===== src/rtl/blend_pkg.sv =====
package blend_pkg;

   localparam int ARCH_DIFF   = 0;
   localparam int ARCH_DIRECT = 1;

   typedef enum logic {
      FMT_SIGNED   = 1'b0,
      FMT_UNSIGNED = 1'b1
   } fmt_e;

   function automatic int ext_width(input int data_w);
      return data_w + 1;
   endfunction

   function automatic int prod_width(input int data_w, input int coef_w);
      return ext_width(data_w) + 1 + coef_w + 1;
   endfunction

   function automatic int sum_width(input int data_w, input int coef_w);
      return prod_width(data_w, coef_w) + 1;
   endfunction

endpackage


===== src/rtl/blend_coef_reg.sv =====
module blend_coef_reg #(
   parameter int COEF_W = 12
) (
   input  logic              clk,
   input  logic              rst_n,
   input  logic              load,
   input  logic [COEF_W-1:0] coef_in,
   output logic [COEF_W-1:0] coef_clamped
);
   localparam logic [COEF_W-1:0] UNITY = COEF_W'(1) << (COEF_W - 1);

   logic [COEF_W-1:0] coef_q;

   always_ff @(posedge clk or negedge rst_n) begin
      if (!rst_n)      coef_q <= '0;
      else if (load)   coef_q <= coef_in;
   end

   always_comb begin
      coef_clamped = (coef_q > UNITY) ? UNITY : coef_q;
   end

   p_clamp_unity_r3: assert property (@(posedge clk) disable iff (!rst_n)
      (load && coef_in > UNITY) |=> (coef_clamped == UNITY));

   p_hold_coef_r4: assert property (@(posedge clk) disable iff (!rst_n)
      !load |=> $stable(coef_clamped));

endmodule


===== src/rtl/blend_input_stage.sv =====
module blend_input_stage #(
   parameter int DATA_W = 12,
   localparam int EXT_W = blend_pkg::ext_width(DATA_W)
) (
   input  logic                    clk,
   input  logic                    rst_n,
   input  logic                    fmt_in,
   input  logic [DATA_W-1:0]       a_in,
   input  logic [DATA_W-1:0]       b_in,
   output logic                    fmt_q,
   output logic signed [EXT_W-1:0] a_ext,
   output logic signed [EXT_W-1:0] b_ext
);
   import blend_pkg::*;

   logic [DATA_W-1:0] a_q, b_q;

   always_ff @(posedge clk or negedge rst_n) begin
      if (!rst_n) begin
         a_q   <= '0;
         b_q   <= '0;
         fmt_q <= 1'b0;
      end else begin
         a_q   <= a_in;
         b_q   <= b_in;
         fmt_q <= fmt_in;
      end
   end

   logic a_fill, b_fill;

   always_comb begin
      a_fill = (fmt_e'(fmt_q) == FMT_UNSIGNED) ? 1'b0 : a_q[DATA_W-1];
      b_fill = (fmt_e'(fmt_q) == FMT_UNSIGNED) ? 1'b0 : b_q[DATA_W-1];
      a_ext  = $signed({a_fill, a_q});
      b_ext  = $signed({b_fill, b_q});
   end

endmodule


===== src/rtl/blend_core.sv =====
module blend_core #(
   parameter int DATA_W = 12,
   parameter int COEF_W = 12,
   parameter int ARCH   = blend_pkg::ARCH_DIFF,
   localparam int EXT_W  = blend_pkg::ext_width(DATA_W),
   localparam int SUM_W  = blend_pkg::sum_width(DATA_W, COEF_W)
) (
   input  logic                    clk,
   input  logic                    rst_n,
   input  logic [COEF_W-1:0]       coef,
   input  logic signed [EXT_W-1:0] a_ext,
   input  logic signed [EXT_W-1:0] b_ext,
   input  logic                    fmt_in,
   output logic signed [SUM_W-1:0] sum_q,
   output logic                    fmt_q
);
   localparam int CW1    = COEF_W + 1;
   localparam int DIFF_W = EXT_W + 1;
   localparam int PROD_W = blend_pkg::prod_width(DATA_W, COEF_W);
   localparam int PAD_W  = SUM_W - EXT_W - (COEF_W - 1);
   localparam logic [COEF_W-1:0] UNITY = COEF_W'(1) << (COEF_W - 1);

   // stage 2: registered operands
   logic [COEF_W-1:0]       coef_s2;
   logic signed [EXT_W-1:0] a_s2, b_s2;
   logic                    fmt_s2;

   always_ff @(posedge clk or negedge rst_n) begin
      if (!rst_n) begin
         coef_s2 <= '0;
         a_s2    <= '0;
         b_s2    <= '0;
         fmt_s2  <= 1'b0;
      end else begin
         coef_s2 <= coef;
         a_s2    <= a_ext;
         b_s2    <= b_ext;
         fmt_s2  <= fmt_in;
      end
   end

   logic signed [CW1-1:0]   coef_sv;
   logic signed [SUM_W-1:0] b_scaled;

   always_comb begin
      coef_sv  = $signed({1'b0, coef_s2});
      b_scaled = $signed({{PAD_W{b_s2[EXT_W-1]}}, b_s2, {(COEF_W-1){1'b0}}});
   end

   logic fmt_s3;

   generate
      if (ARCH == blend_pkg::ARCH_DIFF) begin : g_diff
         // w*A + (1-w)*B folded as B*unity + w*(A-B): one multiplier
         logic signed [DIFF_W-1:0] diff_c;
         logic signed [PROD_W-1:0] prod_c, prod_s3;
         logic signed [SUM_W-1:0]  base_s3;

         always_comb begin
            diff_c = {a_s2[EXT_W-1], a_s2} - {b_s2[EXT_W-1], b_s2};
            prod_c = diff_c * coef_sv;
         end

         always_ff @(posedge clk or negedge rst_n) begin
            if (!rst_n) begin
               prod_s3 <= '0;
               base_s3 <= '0;
               fmt_s3  <= 1'b0;
            end else begin
               prod_s3 <= prod_c;
               base_s3 <= b_scaled;
               fmt_s3  <= fmt_s2;
            end
         end

         always_ff @(posedge clk or negedge rst_n) begin
            if (!rst_n) sum_q <= '0;
            else        sum_q <= {prod_s3[PROD_W-1], prod_s3} + base_s3;
         end
      end else begin : g_direct
         // two multipliers, one per weighted operand
         localparam int PW = EXT_W + CW1;
         logic signed [CW1-1:0] ncoef_sv;
         logic signed [PW-1:0]  pa_c, pb_c, pa_s3, pb_s3;

         always_comb begin
            ncoef_sv = $signed({1'b0, UNITY - coef_s2});
            pa_c     = a_s2 * coef_sv;
            pb_c     = b_s2 * ncoef_sv;
         end

         always_ff @(posedge clk or negedge rst_n) begin
            if (!rst_n) begin
               pa_s3  <= '0;
               pb_s3  <= '0;
               fmt_s3 <= 1'b0;
            end else begin
               pa_s3  <= pa_c;
               pb_s3  <= pb_c;
               fmt_s3 <= fmt_s2;
            end
         end

         always_ff @(posedge clk or negedge rst_n) begin
            if (!rst_n) sum_q <= '0;
            else sum_q <= {{(SUM_W-PW){pa_s3[PW-1]}}, pa_s3}
                        + {{(SUM_W-PW){pb_s3[PW-1]}}, pb_s3};
         end
      end
   endgenerate

   always_ff @(posedge clk or negedge rst_n) begin
      if (!rst_n) fmt_q <= 1'b0;
      else        fmt_q <= fmt_s3;
   end

   p_zero_coef_r9: assert property (@(posedge clk) disable iff (!rst_n)
      (coef_s2 == '0) |=> ##1 (sum_q == $past(b_scaled, 2)));

endmodule


===== src/rtl/pixel_blend.sv =====
module pixel_blend #(
   parameter int DATA_W  = 12,
   parameter int COEF_W  = 12,
   parameter int GUARD_W = 10,
   parameter int ARCH    = blend_pkg::ARCH_DIFF,
   localparam int OUT_W  = DATA_W + 1 + GUARD_W
) (
   input  logic              clk,
   input  logic              rst_n,
   input  logic              coef_load,
   input  logic [COEF_W-1:0] coef_in,
   input  logic              fmt_unsigned,
   input  logic [DATA_W-1:0] pix_a,
   input  logic [DATA_W-1:0] pix_b,
   output logic [OUT_W-1:0]  mix_out,
   output logic              mix_unsigned
);
   localparam int EXT_W = blend_pkg::ext_width(DATA_W);
   localparam int SUM_W = blend_pkg::sum_width(DATA_W, COEF_W);
   localparam int SHIFT = COEF_W - 2 - GUARD_W;
   localparam int UP_W  = SUM_W - SHIFT - OUT_W;

   generate
      if (DATA_W < 2)  begin : g_bad_data  $error("DATA_W must be at least 2");  end
      if (COEF_W < 3)  begin : g_bad_coef  $error("COEF_W must be at least 3");  end
      if (GUARD_W < 0 || SHIFT < 0) begin : g_bad_guard
         $error("GUARD_W must lie in 0..COEF_W-2");
      end
      if (ARCH != blend_pkg::ARCH_DIFF && ARCH != blend_pkg::ARCH_DIRECT) begin : g_bad_arch
         $error("ARCH selects an unknown multiplier arrangement");
      end
   endgenerate

   logic [COEF_W-1:0]       coef_cl;
   logic signed [EXT_W-1:0] a_ext, b_ext;
   logic                    fmt_s1;
   logic signed [SUM_W-1:0] sum_q;

   blend_coef_reg #(.COEF_W(COEF_W)) u_coef (
      .clk          (clk),
      .rst_n        (rst_n),
      .load         (coef_load),
      .coef_in      (coef_in),
      .coef_clamped (coef_cl)
   );

   blend_input_stage #(.DATA_W(DATA_W)) u_in (
      .clk    (clk),
      .rst_n  (rst_n),
      .fmt_in (fmt_unsigned),
      .a_in   (pix_a),
      .b_in   (pix_b),
      .fmt_q  (fmt_s1),
      .a_ext  (a_ext),
      .b_ext  (b_ext)
   );

   blend_core #(.DATA_W(DATA_W), .COEF_W(COEF_W), .ARCH(ARCH)) u_core (
      .clk    (clk),
      .rst_n  (rst_n),
      .coef   (coef_cl),
      .a_ext  (a_ext),
      .b_ext  (b_ext),
      .fmt_in (fmt_s1),
      .sum_q  (sum_q),
      .fmt_q  (mix_unsigned)
   );

   // drop the redundant top bit(s): keep one extra integer LSB plus guards
   assign mix_out = sum_q[SHIFT +: OUT_W];

   // edges seen since reset release, saturating at the pipeline depth
   logic [2:0] warm;
   always_ff @(posedge clk or negedge rst_n) begin
      if (!rst_n)          warm <= '0;
      else if (warm != 3'd4) warm <= warm + 3'd1;
   end

   p_fmt_travels_r6: assert property (@(posedge clk) disable iff (!rst_n)
      (warm == 3'd4) |-> (mix_unsigned == $past(fmt_unsigned, 4)));

   p_msb_redundant_r10: assert property (@(posedge clk) disable iff (!rst_n)
      mix_unsigned |-> (sum_q[SUM_W-1 -: UP_W] == '0));

   p_sign_redundant_r10: assert property (@(posedge clk) disable iff (!rst_n)
      !mix_unsigned |-> (sum_q[SUM_W-1 -: UP_W] == {UP_W{sum_q[SHIFT+OUT_W-1]}}));

endmodule


===== config.mk =====
export PLATFORM = sky130hd
export DESIGN_NAME = pixel_blend
export DESIGN_NICKNAME = d
export VERILOG_FILES = /design/src/rtl/blend_pkg.sv /design/src/rtl/blend_coef_reg.sv /design/src/rtl/blend_input_stage.sv /design/src/rtl/blend_core.sv /design/src/rtl/pixel_blend.sv
export SDC_FILE = /design/constraint.sdc
export NUM_CORES = 1
export LEC_CHECK = 0
export BUFFER_PORTS_ARGS = -buffer_cell sky130_fd_sc_hd__buf_2
export CAP_MARGIN = 10
export CORE_MARGIN = 2
export CORE_UTILIZATION = 44
export CTS_CLUSTER_SIZE = 30
export DETAILED_ROUTE_END_ITERATION = 16
export PLACE_DENSITY = 0.64
export SYNTH_ARGS = -nofsm -noshare
export SYNTH_HDL_FRONTEND = slang
export SYNTH_HIERARCHICAL = 1
export SYNTH_SLANG_ARGS = --single-unit

===== constraint.sdc =====
create_clock -name clk -period 10.2 [get_ports clk]
set_input_delay 1.02 -clock clk [delete_from_list [all_inputs] [get_ports clk]]
set_output_delay 1.02 -clock clk [all_outputs]
set_load 0.02 [all_outputs]

=== Word-level counts from Yosys, hierarchy flattened ===
Cells that the tools add are included.

* Output and inout port bits: 24
* Bits of input ports: 40
* Logic and storage cells: 20
* Flip-flop bits (word level): 136

* Multiply operators: 1
* $add $sub $neg: 2
* Order comparisons: 1
* Muxes and demuxes: 3

{| class="wikitable"
|+ Operators with widths
! kind !! count
|-
| 23-bit adder || 1
|-
| 14-bit by 13-bit multiplier with 23-bit output || 1
|-
| 13-bit by 13-bit subtractor with 14-bit output || 1
|-
| 12-bit greater-than comparator, second input constant || 1
|-
| 12-bit 2-to-1 mux || 1
|-
| 1-bit 2-to-1 mux || 2
|}

=== Logic depth before layout (Yosys ltp) ===
Gate-level depths: netlist of run 1.

* Depth after elaboration: 2
* Mapped depth: 26
* Mapped depth without buffers: 25

=== Hierarchy ===
Netlist of run 1, hierarchy kept.

{| class="wikitable"
|+ Modules (own cells, without submodules)
! module !! area each (sq um) !! instances !! cells an instance !! sequential area each (sq um)
|-
| blend_core || 10899.2 || 1 || 1100 || 2727.6
|-
| blend_input_stage || 653.1 || 1 || 29 || 625.6
|-
| blend_coef_reg || 561.8 || 1 || 38 || 300.3
|}

=== Worst setup path before layout of run 1 ===
OpenSTA, ideal clock, no wires.

* Kind: reg-to-reg
* Start point: reg u_core.b_s2[1]
* End point: reg, netlist name u_core/g_diff.prod_s3[24]
* Buffers on the path: 1
* Data required time: 10.067 ns
* Cell stages (with the launch flop): 26
* Arrival: 6.290 ns
* Slack: 3.777 ns
* Library setup time: 0.133 ns
* Clock period less this slack: 6.423 ns
* Cells stage by stage: dfrtp_1 inv_1 ha_1 nor2b_1 o31ai_1 a21oi_1 o21a_1 or3_1 clkbuf_1 and3_1 fa_1 inv_1 fa_1 inv_1 fa_1 fa_1 inv_1 fa_1 inv_1 ha_1 nand2_1 a2111oi_0 o21ai_0 a21oi_1 mux2i_1 o211ai_1

{| class="wikitable"
|+ RTL lines
! what !! line !! source
|-
| start, declared || blend_core.sv:25 || <nowiki>logic signed [EXT_W-1:0] a_s2, b_s2;</nowiki>
|-
| start signal, assigned || blend_core.sv:37 || <nowiki>b_s2 <= b_ext;</nowiki>
|}

=== Worst setup path after layout of run 1 ===
* Start point: reg u_core.b_s2[1]
* End point: reg u_core.g_diff.prod_s3[22]

* Longest elaborated chain between the ends: 2

{| class="wikitable"
|+ Ends and longest elaborated chain
! what !! line !! source
|-
| 13-bit by 13-bit subtractor with 14-bit output || blend_core.sv:60 || <nowiki>diff_c = {a_s2[EXT_W-1], a_s2} - {b_s2[EXT_W-1], b_s2};</nowiki>
|-
| 14-bit by 13-bit multiplier with 23-bit output || blend_core.sv:61 || <nowiki>prod_c = diff_c * coef_sv;</nowiki>
|-
| via u_core.g_diff.prod_c[22] || blend_core.sv:56 || <nowiki>logic signed [PROD_W-1:0] prod_c, prod_s3;</nowiki>
|-
| end signal, assigned || blend_core.sv:70 || <nowiki>prod_s3 <= prod_c;</nowiki>
|-
| end, declared || blend_core.sv:56 ||
|}

The timed path passes the listed nets, and every way through them passes these cells.
A chain may end at the register's enable or synchronous reset.

==> results of run 1 <==
==> sequential cells by signal (all words and copies together), names as in the netlist <==
register               count
u_core/g_diff.prod_s3     23
u_core/sum_q              23
u_core/a_s2               13
u_core/b_s2               13
u_coef/coef_q             12
u_core/coef_s2            12
u_core/g_diff.base_s3     12
u_in/a_q                  12
u_in/b_q                  12
u_core/fmt_q               1
u_core/fmt_s2              1
u_core/fmt_s3              1
u_in/fmt_q                 1
==> through the flow <==
stage          instances  hold WS, ns
3_3_place_gp        1390        0.332
5_1_grt             1422        0.351
2_1_floorplan       1030        0.331
3_5_place_dp        1390        0.335
6_report            1422        0.346
4_1_cts             1422        0.349
==> placed cells by master (no fill, tap or decap), drive strengths merged, types with 5 or more instances in the layout <==
cell	instances
a211oi	7
a21o	5
a21oi	28
and2	64
and3	7
buf	75
clkbuf	19
dfrtp	136
fa	144
ha	81
inv	220
mux2	12
nand2	75
nand2b	14
nand3	10
nor2	29
nor2b	35
o21a	20
o21ai	35
xnor2	25
xor2	10
==> routing by layer <==
layer  wire (um)  GRT usage, %  vias up  share of wire, %
met3         698          2.48       28               3.3
met2       11000          31.2      137                51
met4         356          4.99        0               1.7
met1        9430          23.5     3532                44
li1            -             -     3253                 -
met5           0             0        -                 0
==> worst max-delay path, stage by stage (launching register included) <==
cell and delay [ns]:
dfrtp_1 0.40, inv_1 0.06, ha_1 0.26, nor2b_1 0.14, o31ai_1 0.37, a21oi_1 0.24
o21a_1 0.28, xor2_1 0.89, and2_1 0.27, fa_1 0.42, inv_1 0.09, fa_1 0.38
inv_1 0.08, fa_1 0.43, fa_1 0.49, inv_1 0.06, fa_1 0.52, inv_1 0.04
ha_1 0.38, nand2_1 0.10, a2111oi_0 0.81, o21ai_0 0.31, a21oi_1 0.22, nor2_1 0.07
xnor2_1 0.12
==> power breakdown <==
| group | switching [mW] | total, mW | internal (mW) |
|---|---|---|---|
| Clock | 0.253 | 0.603 | 0.350 |
| Sequential | 0.0610 | 0.747 | 0.686 |
| Combinational | 1.55 | 2.71 | 1.16 |
| Total | 1.87 | 4.06 | 2.19 |
==> path summary, 6_finish.rpt <==
check,from,to,cells after the start
setup reg to reg,u_core/b_s2[1],u_core/g_diff.prod_s3[22],24
hold reg to reg,u_core/g_diff.prod_s3[2],u_core/sum_q[2],0
hold / removal,u_core/g_diff.prod_s3[2],u_core/sum_q[2],0
max in group asynchronous,rst_n,u_coef/coef_q[6],2
min in group asynchronous,rst_n,u_core/sum_q[12],1
setup / recovery,u_core/b_s2[1],u_core/g_diff.prod_s3[22],24
==> cell type report <==
| class | instances | area (sq um) |
|---|---|---|
| clock buffers | 19 | 443 |
| inverters | 213 | 800 |
| well taps | 324 | 405 |
| clock inverters | 13 | 138 |
| flip-flops and latches | 136 | 3400 |
| fillers | 2254 | 12200 |
| repair buffers | 75 | 412 |
| multi-input cells | 642 | 6470 |
==> flow_metrics.py, run 1 <==
metrics = {
    "outcome": {
        "status": "complete, no violations",
    },
    "detailed_routing": {
        "viasPerCell": 4.89,
        "wl_per_cell_um": 15.1,
        "drtAntennaViolNets": 0,
        "wirelength_mm": 21.5,
        "remaining_drc_errors": 0,
        "vias": 6950,
        "drtPass1Iterations": 6,
        "drt_iter0_markers": 377,
    },
    "floorplan": {
        "initial_core_util_pct": 44.7,
        "coreArea_sq_mm": 0.0242,
        "die_h_um": 161,
        "rows": 57,
        "dieArea_sq_mm": 0.0259,
        "top_level_ports": 64,
        "fp.dieW_um": 161,
    },
    "timing": {
        "rsz0062_at_grt": "no",
        "finalHoldViolations": 0,
        "layout_setup_ws_ns": 2.67,
        "finalCriticalPeriod_ns": 7.53,
        "fmax_ghz": 0.133,
        "post-route-period-util_pct": 73.8,
        "worstMarginPinSlew_ns": 1.14,
        "clock_skew_ns": 0.0131,
        "max_slew_margin_pct": 23.8,
        "drv_slew": 0,
        "setup_viol_count_final": 0,
        "tns_ns": 0,
    },
    "clocking": {
        "cts_tree": "built",
        "root_buffer": "clkbuf_16",
        "clk_latency_ns": 0.42,
        "cts_buffer_depth": 2,
        "clkTransAtPathRegs_ns": 0.06,
        "post_cts_buffers": 0,
        "cts_made_buffers": 17,
        "ctsResizeCount": 0,
        "cts_hold_buf": 0,
        "clock_sinks": 136,
        "cts.htree.levels": 4,
    },
    "critical_path": {
        "criticalPathCategory": "reg2reg",
        "worst_setup_path_end_kind": "flip-flop",
        "cp_max_fo": 12,
        "start_kind": "flip-flop",
        "cp.required_ns": 10.51,
        "rrSetupSlack_ns": 2.67,
        "worstPathArrival_ns": 7.84,
    },
    "power": {
        "totalPowerFinal_mw": 4.06,
        "power_density_mw_per_mm2": 336,
        "irDropWorstVdd_v": 0.000226,
        "total_leakage_power_nw": 6.11,
    },
    "placed_design": {
        "gp_congestion": 0.830,
        "hpwl_mm": 16.5,
        "dpl-instance-area_sq_mm": 0.0115,
        "portBuffers": 63,
        "dp_slack_ns": 2.85,
    },
    "global_route": {
        "grt_pass1_vias": 7435,
        "grt.total_usage_pct": 17.9,
        "antenna_found_initial": 0,
        "grt_first_pass_wirelength_mm": 36.7,
        "grt.overflow.total": 0,
        "grt_max_degree": 77,
    },
    "run": {
        "maxCapViolCount": 0,
    },
    "synthesis": {
        "synth.avg_cell_area_sq_um": 10.5,
        "synthesis.nets": 1295,
        "yosys_warnings": 6,
        "syn_inst": 1030,
        "netlist_area_sq_mm": 0.0108,
    },
    "layout": {
        "utilization_pct": 49.8,
        "final_nets": 1350,
        "n_antenna_cell": 0,
        "final_area_sq_mm": 0.0121,
        "drive_above_1_share_pct": 11.7,
        "area_growth_syn_to_layout_pct": 11.4,
    },
    "hold_path": {
        "min_path_type": "reg2reg",
    },
}
Note: power is estimated with default switching activity, not from simulation.
==> run 2: changes to the inputs <==
==> constraint.sdc (replaced) <==
create_clock -name clk -period 7.5 [get_ports clk]
set_input_delay 0.75 -clock clk [delete_from_list [all_inputs] [get_ports clk]]
set_output_delay 0.75 -clock clk [all_outputs]
set_load 0.02 [all_outputs]
==> flow_metrics.py, run 2 (synthesized netlist as in run 1, its figures left out) <==
metrics = {
    "clocking": {
        "clk_latency_ns": 0.42,
        "clock_sinks": 136,
        "cts_buffer_depth": 2,
        "cts.htree.levels": 4,
        "post_cts_buffers": 0,
        "clkTransAtPathRegs_ns": 0.06,
        "cts_hold_buf": 0,
        "ctsResizeCount": 0,
        "root_buffer": "clkbuf_16",
        "cts_tree": "built",
        "cts_made_buffers": 17,
    },
    "timing": {
        "rsz0062_at_grt": "no",
        "fmax_ghz": 0.142,
        "finalHoldViolations": 0,
        "worstMarginPinSlew_ns": 0.939,
        "post-route-period-util_pct": 94.2,
        "setup_viol_count_final": 0,
        "drv_slew": 0,
        "max_slew_margin_pct": 37.0,
        "tns_ns": 0,
        "clock_skew_ns": 0.0101,
        "finalCriticalPeriod_ns": 7.07,
    },
    "global_route": {
        "grt_pass1_vias": 7484,
        "grt_max_degree": 76,
        "grt.total_usage_pct": 17.8,
        "antenna_found_initial": 0,
        "grt_first_pass_wirelength_mm": 36.5,
        "grt.overflow.total": 0,
    },
    "detailed_routing": {
        "drtAntennaViolNets": 0,
        "drt_iter0_markers": 370,
        "wl_per_cell_um": 14.7,
        "wirelength_mm": 21.0,
        "viasPerCell": 4.93,
        "vias": 7025,
        "remaining_drc_errors": 0,
        "drtPass1Iterations": 5,
    },
    "placed_design": {
        "dp_cells": 1394,
        "gp_congestion": 0.819,
        "hpwl_mm": 16.3,
        "portBuffers": 63,
    },
    "critical_path": {
        "worstPathArrival_ns": 7.37,
        "worst_setup_path_end_kind": "flip-flop",
        "critical-path-top-delay-family": "adder cells",
        "critPathSlowestCell": "or3_1",
        "criticalPathCategory": "reg2reg",
        "cp.required_ns": 7.80,
        "cp_max_fo": 12,
        "max_stage_delay_ns": 0.54,
        "path_buf_inv": 6,
        "start_kind": "flip-flop",
    },
    "power": {
        "total_leakage_power_nw": 6.11,
        "power_density_mw_per_mm2": 457,
        "irDropWorstVdd_v": 0.000409,
    },
    "layout": {
        "drive_above_1_share_pct": 12.0,
        "largestRegisters": "u_core/g_diff.prod_s3 x23, u_core/sum_q x23",
        "fill_cells": 2249,
        "final_nets": 1354,
        "n_antenna_cell": 0,
        "final_cell_mix": "213 x inv_1, 144 x fa_1, 136 x dfrtp_1",
        "layout_commonest_cell": "inv_1",
        "area_growth_syn_to_layout_pct": 11.4,
        "instances_no_fill": 1426,
    },
    "floorplan": {
        "initial_core_util_pct": 44.7,
        "top_level_ports": 64,
        "fp.dieW_um": 161,
        "die_h_um": 161,
        "dieArea_sq_mm": 0.0259,
        "coreArea_sq_mm": 0.0242,
        "rows": 57,
    },
    "hold_path": {
        "min_path_type": "in2async",
    },
    "run": {
        "maxCapViolCount": 0,
    },
    "outcome": {
        "status": "complete, no violations",
    },
}
-- run 2: cell types whose count changed in the layout (fill, tap and decap cells not counted), sizes merged --
cell	change
buf	+4
bufinv	-1
clkbuf	-2
clkinv	-1
clkinvlp	+3
inv	+1
-- run 2: final timing paths --
kind	cells after the start	start	slack, ns	endpoint
setup / recovery	25	u_core/b_s2[1]	0.43	u_core/g_diff.prod_s3[22]
max in group asynchronous	2	rst_n	5.89	u_core/coef_s2[0]
hold / removal	1	rst_n	0.31	u_core/sum_q[12]
min in group clk	0	u_in/a_q[2]	0.35	u_core/a_s2[2]
hold reg to reg	0	u_in/a_q[2]	0.35	u_core/a_s2[2]
setup reg to reg	25	u_core/b_s2[1]	0.43	u_core/g_diff.prod_s3[22]
-- run 2: per-layer routing --
metal  wire, um  share of wire (%)  GRT usage [%]
met3        783                3.7           3.05
met4        416                2.0           5.44
met5          0                  0              0
met1       9100                 43           23.2
met2      10700                 51           30.5
-- run 2: stage by stage --
stage	util, %	hold WS, ns	setup WS (ns)	total power, mW	area (sq um)
6_report	49.8	0.308	0.434	5.52	12100
3_5_place_dp	47.5	0.335	0.560	4.72	11500
5_1_grt	49.8	0.336	0.00953	6.12	12100
3_3_place_gp	47.5	0.332	0.565	4.69	11500
4_1_cts	49.8	0.322	0.464	5.57	12100
2_1_floorplan	-	0.331	1.15	3.90	10800
-- run 2: layout make-up --
cell class | instances | area, sq um | share of cell area [%]
clock inverters | 15 | 135 | 1.12
multi-input cells | 642 | 6460 | 53.5
inverters | 213 | 800 | 6.62
repair buffers | 79 | 442 | 3.66
flip-flops and latches | 136 | 3400 | 28.2
clock buffers | 17 | 425 | 3.52
well taps | 324 | 405 | 3.36
-- run 2: worst reg2reg max path, cell delays in order (launching register included) --
cell and delay [ns]:
dfrtp_1 0.38, inv_1 0.06, ha_1 0.27, nor2b_1 0.14, o31ai_1 0.36, a21oi_1 0.22, o21a_1 0.22, or3_1 0.54
and3_1 0.31, fa_1 0.53, inv_1 0.05, fa_1 0.52, inv_1 0.05, fa_1 0.46, fa_1 0.49, inv_1 0.05
fa_1 0.52, inv_1 0.04, ha_1 0.37, nand2_1 0.09, a2111oi_0 0.51, buf_4 0.22, o21ai_0 0.15, a21oi_1 0.19
nor2_1 0.07, xnor2_1 0.12
-- run 2: where the power goes --
| part | total, mW | internal (mW) | switching (mW) | leakage (nW) |
|---|---|---|---|---|
| logic | 3.72 | 1.57 | 2.15 | 4.23 |
| registers | 1.01 | 0.933 | 0.0776 | 1.61 |
| clock network | 0.785 | 0.436 | 0.349 | 0.266 |
| total | 5.52 | 2.94 | 2.58 | 6.11 |
==> run 3: changes to the inputs <==
--- a/config.mk
+++ b/config.mk
@@ -5,7 +5,7 @@
 export SDC_FILE = /design/constraint.sdc
 export NUM_CORES = 1
 export LEC_CHECK = 0
-export BUFFER_PORTS_ARGS = -buffer_cell sky130_fd_sc_hd__buf_2
+export BUFFER_PORTS_ARGS = -buffer_cell sky130_fd_sc_hd__buf_4
 export CAP_MARGIN = 10
 export CORE_MARGIN = 2
 export CORE_UTILIZATION = 44
==> flow_metrics.py, run 3 (synthesized netlist as in run 1, its figures left out) <==
metrics = {
    "critical_path": {
        "start_kind": "flip-flop",
        "criticalPathCategory": "reg2reg",
        "rr_worst_depth": 25,
        "worst_setup_path_end_kind": "flip-flop",
        "cp.required_ns": 7.80,
        "worstPathArrival_ns": 7.37,
        "cp_max_fo": 12,
    },
    "layout": {
        "drive_above_1_share_pct": 12.0,
        "layout_commonest_cell": "inv_1",
        "area_growth_syn_to_layout_pct": 13.0,
        "n_antenna_cell": 0,
        "final_nets": 1354,
        "final_cell_mix": "213 x inv_1, 144 x fa_1, 136 x dfrtp_1",
        "largestRegisters": "u_core/g_diff.prod_s3 x23, u_core/sum_q x23",
    },
    "floorplan": {
        "initial_core_util_pct": 44.7,
        "rows": 57,
        "top_level_ports": 64,
        "die_h_um": 161,
        "fp.dieW_um": 161,
        "coreArea_sq_mm": 0.0242,
        "dieArea_sq_mm": 0.0259,
    },
    "timing": {
        "layout_setup_ws_ns": 0.432,
        "max_slew_margin_pct": 45.4,
        "tns_ns": 0,
        "setup_viol_count_final": 0,
        "finalHoldViolations": 0,
        "clock_skew_ns": 0.0106,
        "post-route-period-util_pct": 94.2,
        "worstMarginPinSlew_ns": 0.818,
        "drv_slew": 0,
        "finalCriticalPeriod_ns": 7.07,
        "fmax_ghz": 0.141,
        "rsz0062_at_grt": "no",
    },
    "power": {
        "total_leakage_power_nw": 6.18,
        "power_density_mw_per_mm2": 457,
        "irDropWorstVdd_v": 0.000386,
    },
    "clocking": {
        "cts_hold_buf": 0,
        "cts_buffer_depth": 2,
        "clkTransAtPathRegs_ns": 0.06,
        "cts_made_buffers": 17,
        "cts_tree": "built",
        "root_buffer": "clkbuf_16",
        "cts.htree.levels": 4,
        "post_cts_buffers": 0,
        "ctsResizeCount": 0,
        "clock_sinks": 136,
        "clk_latency_ns": 0.41,
    },
    "global_route": {
        "grt_pass1_vias": 7440,
        "grt.overflow.total": 0,
        "grt_max_degree": 71,
        "grt.total_usage_pct": 17.8,
        "antenna_found_initial": 0,
        "grt_first_pass_wirelength_mm": 36.3,
    },
    "placed_design": {
        "dp_slack_ns": 0.567,
        "gp_congestion": 0.836,
        "portBuffers": 63,
        "hpwl_mm": 16.4,
    },
    "detailed_routing": {
        "drtPass1Iterations": 4,
        "drtAntennaViolNets": 0,
        "wl_per_cell_um": 14.9,
        "drt_iter0_markers": 396,
        "viasPerCell": 4.91,
        "wirelength_mm": 21.3,
        "vias": 6997,
        "remaining_drc_errors": 0,
    },
    "run": {
        "maxCapViolCount": 0,
    },
    "outcome": {
        "status": "complete, no violations",
    },
    "hold_path": {
        "min_path_type": "in2async",
    },
}
==> run 3: cell types whose count changed in the layout (fill, tap and decap cells not counted) <==
cell,change
clkinvlp_4,-2
buf_2,-62
inv_8,-1
bufinv_16,+1
buf_4,+62
inv_6,+2
==> run 3: power by group <==
| part | switching [mW] | internal [mW] |
|---|---|---|
| Clock | 0.348 | 0.471 |
| Sequential | 0.0835 | 0.934 |
| Combinational | 2.14 | 1.62 |
==> run 3: final timing paths <==
check / start / slack (ns) / end
worst max register to register: u_core/b_s2[1] / 0.43 / u_core/g_diff.prod_s3[22]
worst min register to register: u_in/a_q[2] / 0.35 / u_core/a_s2[2]
worst min-delay path: rst_n / 0.32 / u_core/sum_q[12]
worst max-delay path: u_core/b_s2[1] / 0.43 / u_core/g_diff.prod_s3[22]
min in group clk: u_in/a_q[2] / 0.35 / u_core/a_s2[2]
max in group asynchronous: rst_n / 5.91 / u_core/coef_s2[0]
==> run 3: metal layers <==
| metal | part of all wire, % | routed length [um] | track usage [%] | vias up |
|---|---|---|---|---|
| li1 | - | - | - | 3266 |
| met1 | 43 | 9250 | 23.2 | 3564 |
| met2 | 51 | 10900 | 30.6 | 140 |
| met3 | 3.5 | 739 | 2.84 | 27 |
| met4 | 1.8 | 376 | 5.36 | 0 |
| met5 | 0 | 0 | 0 | - |
==> run 3: cell type report <==
type                            count  area, sq um
Timing Repair Buffer               79          597
Tap cell                          324          405
Clock inverter                     15          156
Inverter                          213          800
Clock buffer                       17          425
Multi-Input combinational cell    642         6460
Fill cell                        2213        12000
Sequential cell                   136         3400
==> run 3: critical path, stage by stage, from the launching register on <==
cell,delay [ns]
dfrtp_1,0.39
inv_1,0.06
ha_1,0.26
nor2b_1,0.14
o31ai_1,0.34
a21oi_1,0.21
o21a_1,0.22
or3_1,0.53
and3_1,0.30
fa_1,0.53
inv_1,0.05
fa_1,0.52
inv_1,0.05
fa_1,0.46
fa_1,0.49
inv_1,0.05
fa_1,0.52
inv_1,0.04
ha_1,0.35
nand2_1,0.08
a2111oi_0,0.57
buf_4,0.22
o21ai_0,0.18
a21oi_1,0.20
nor2_1,0.07
xnor2_1,0.12
==> run 3: metrics by stage <==
stage	total power, mW	util (%)	hold slack (ns)	area (sq um)	cells
detailed placement	4.80	48.1	0.335	11700	1394
floorplan	3.90	-	0.331	10800	1030
finish	5.60	50.5	0.320	12200	1426
global placement	4.75	48.1	0.331	11700	1394
CTS	5.65	50.5	0.337	12200	1426
global route	6.21	50.5	0.352	12200	1426
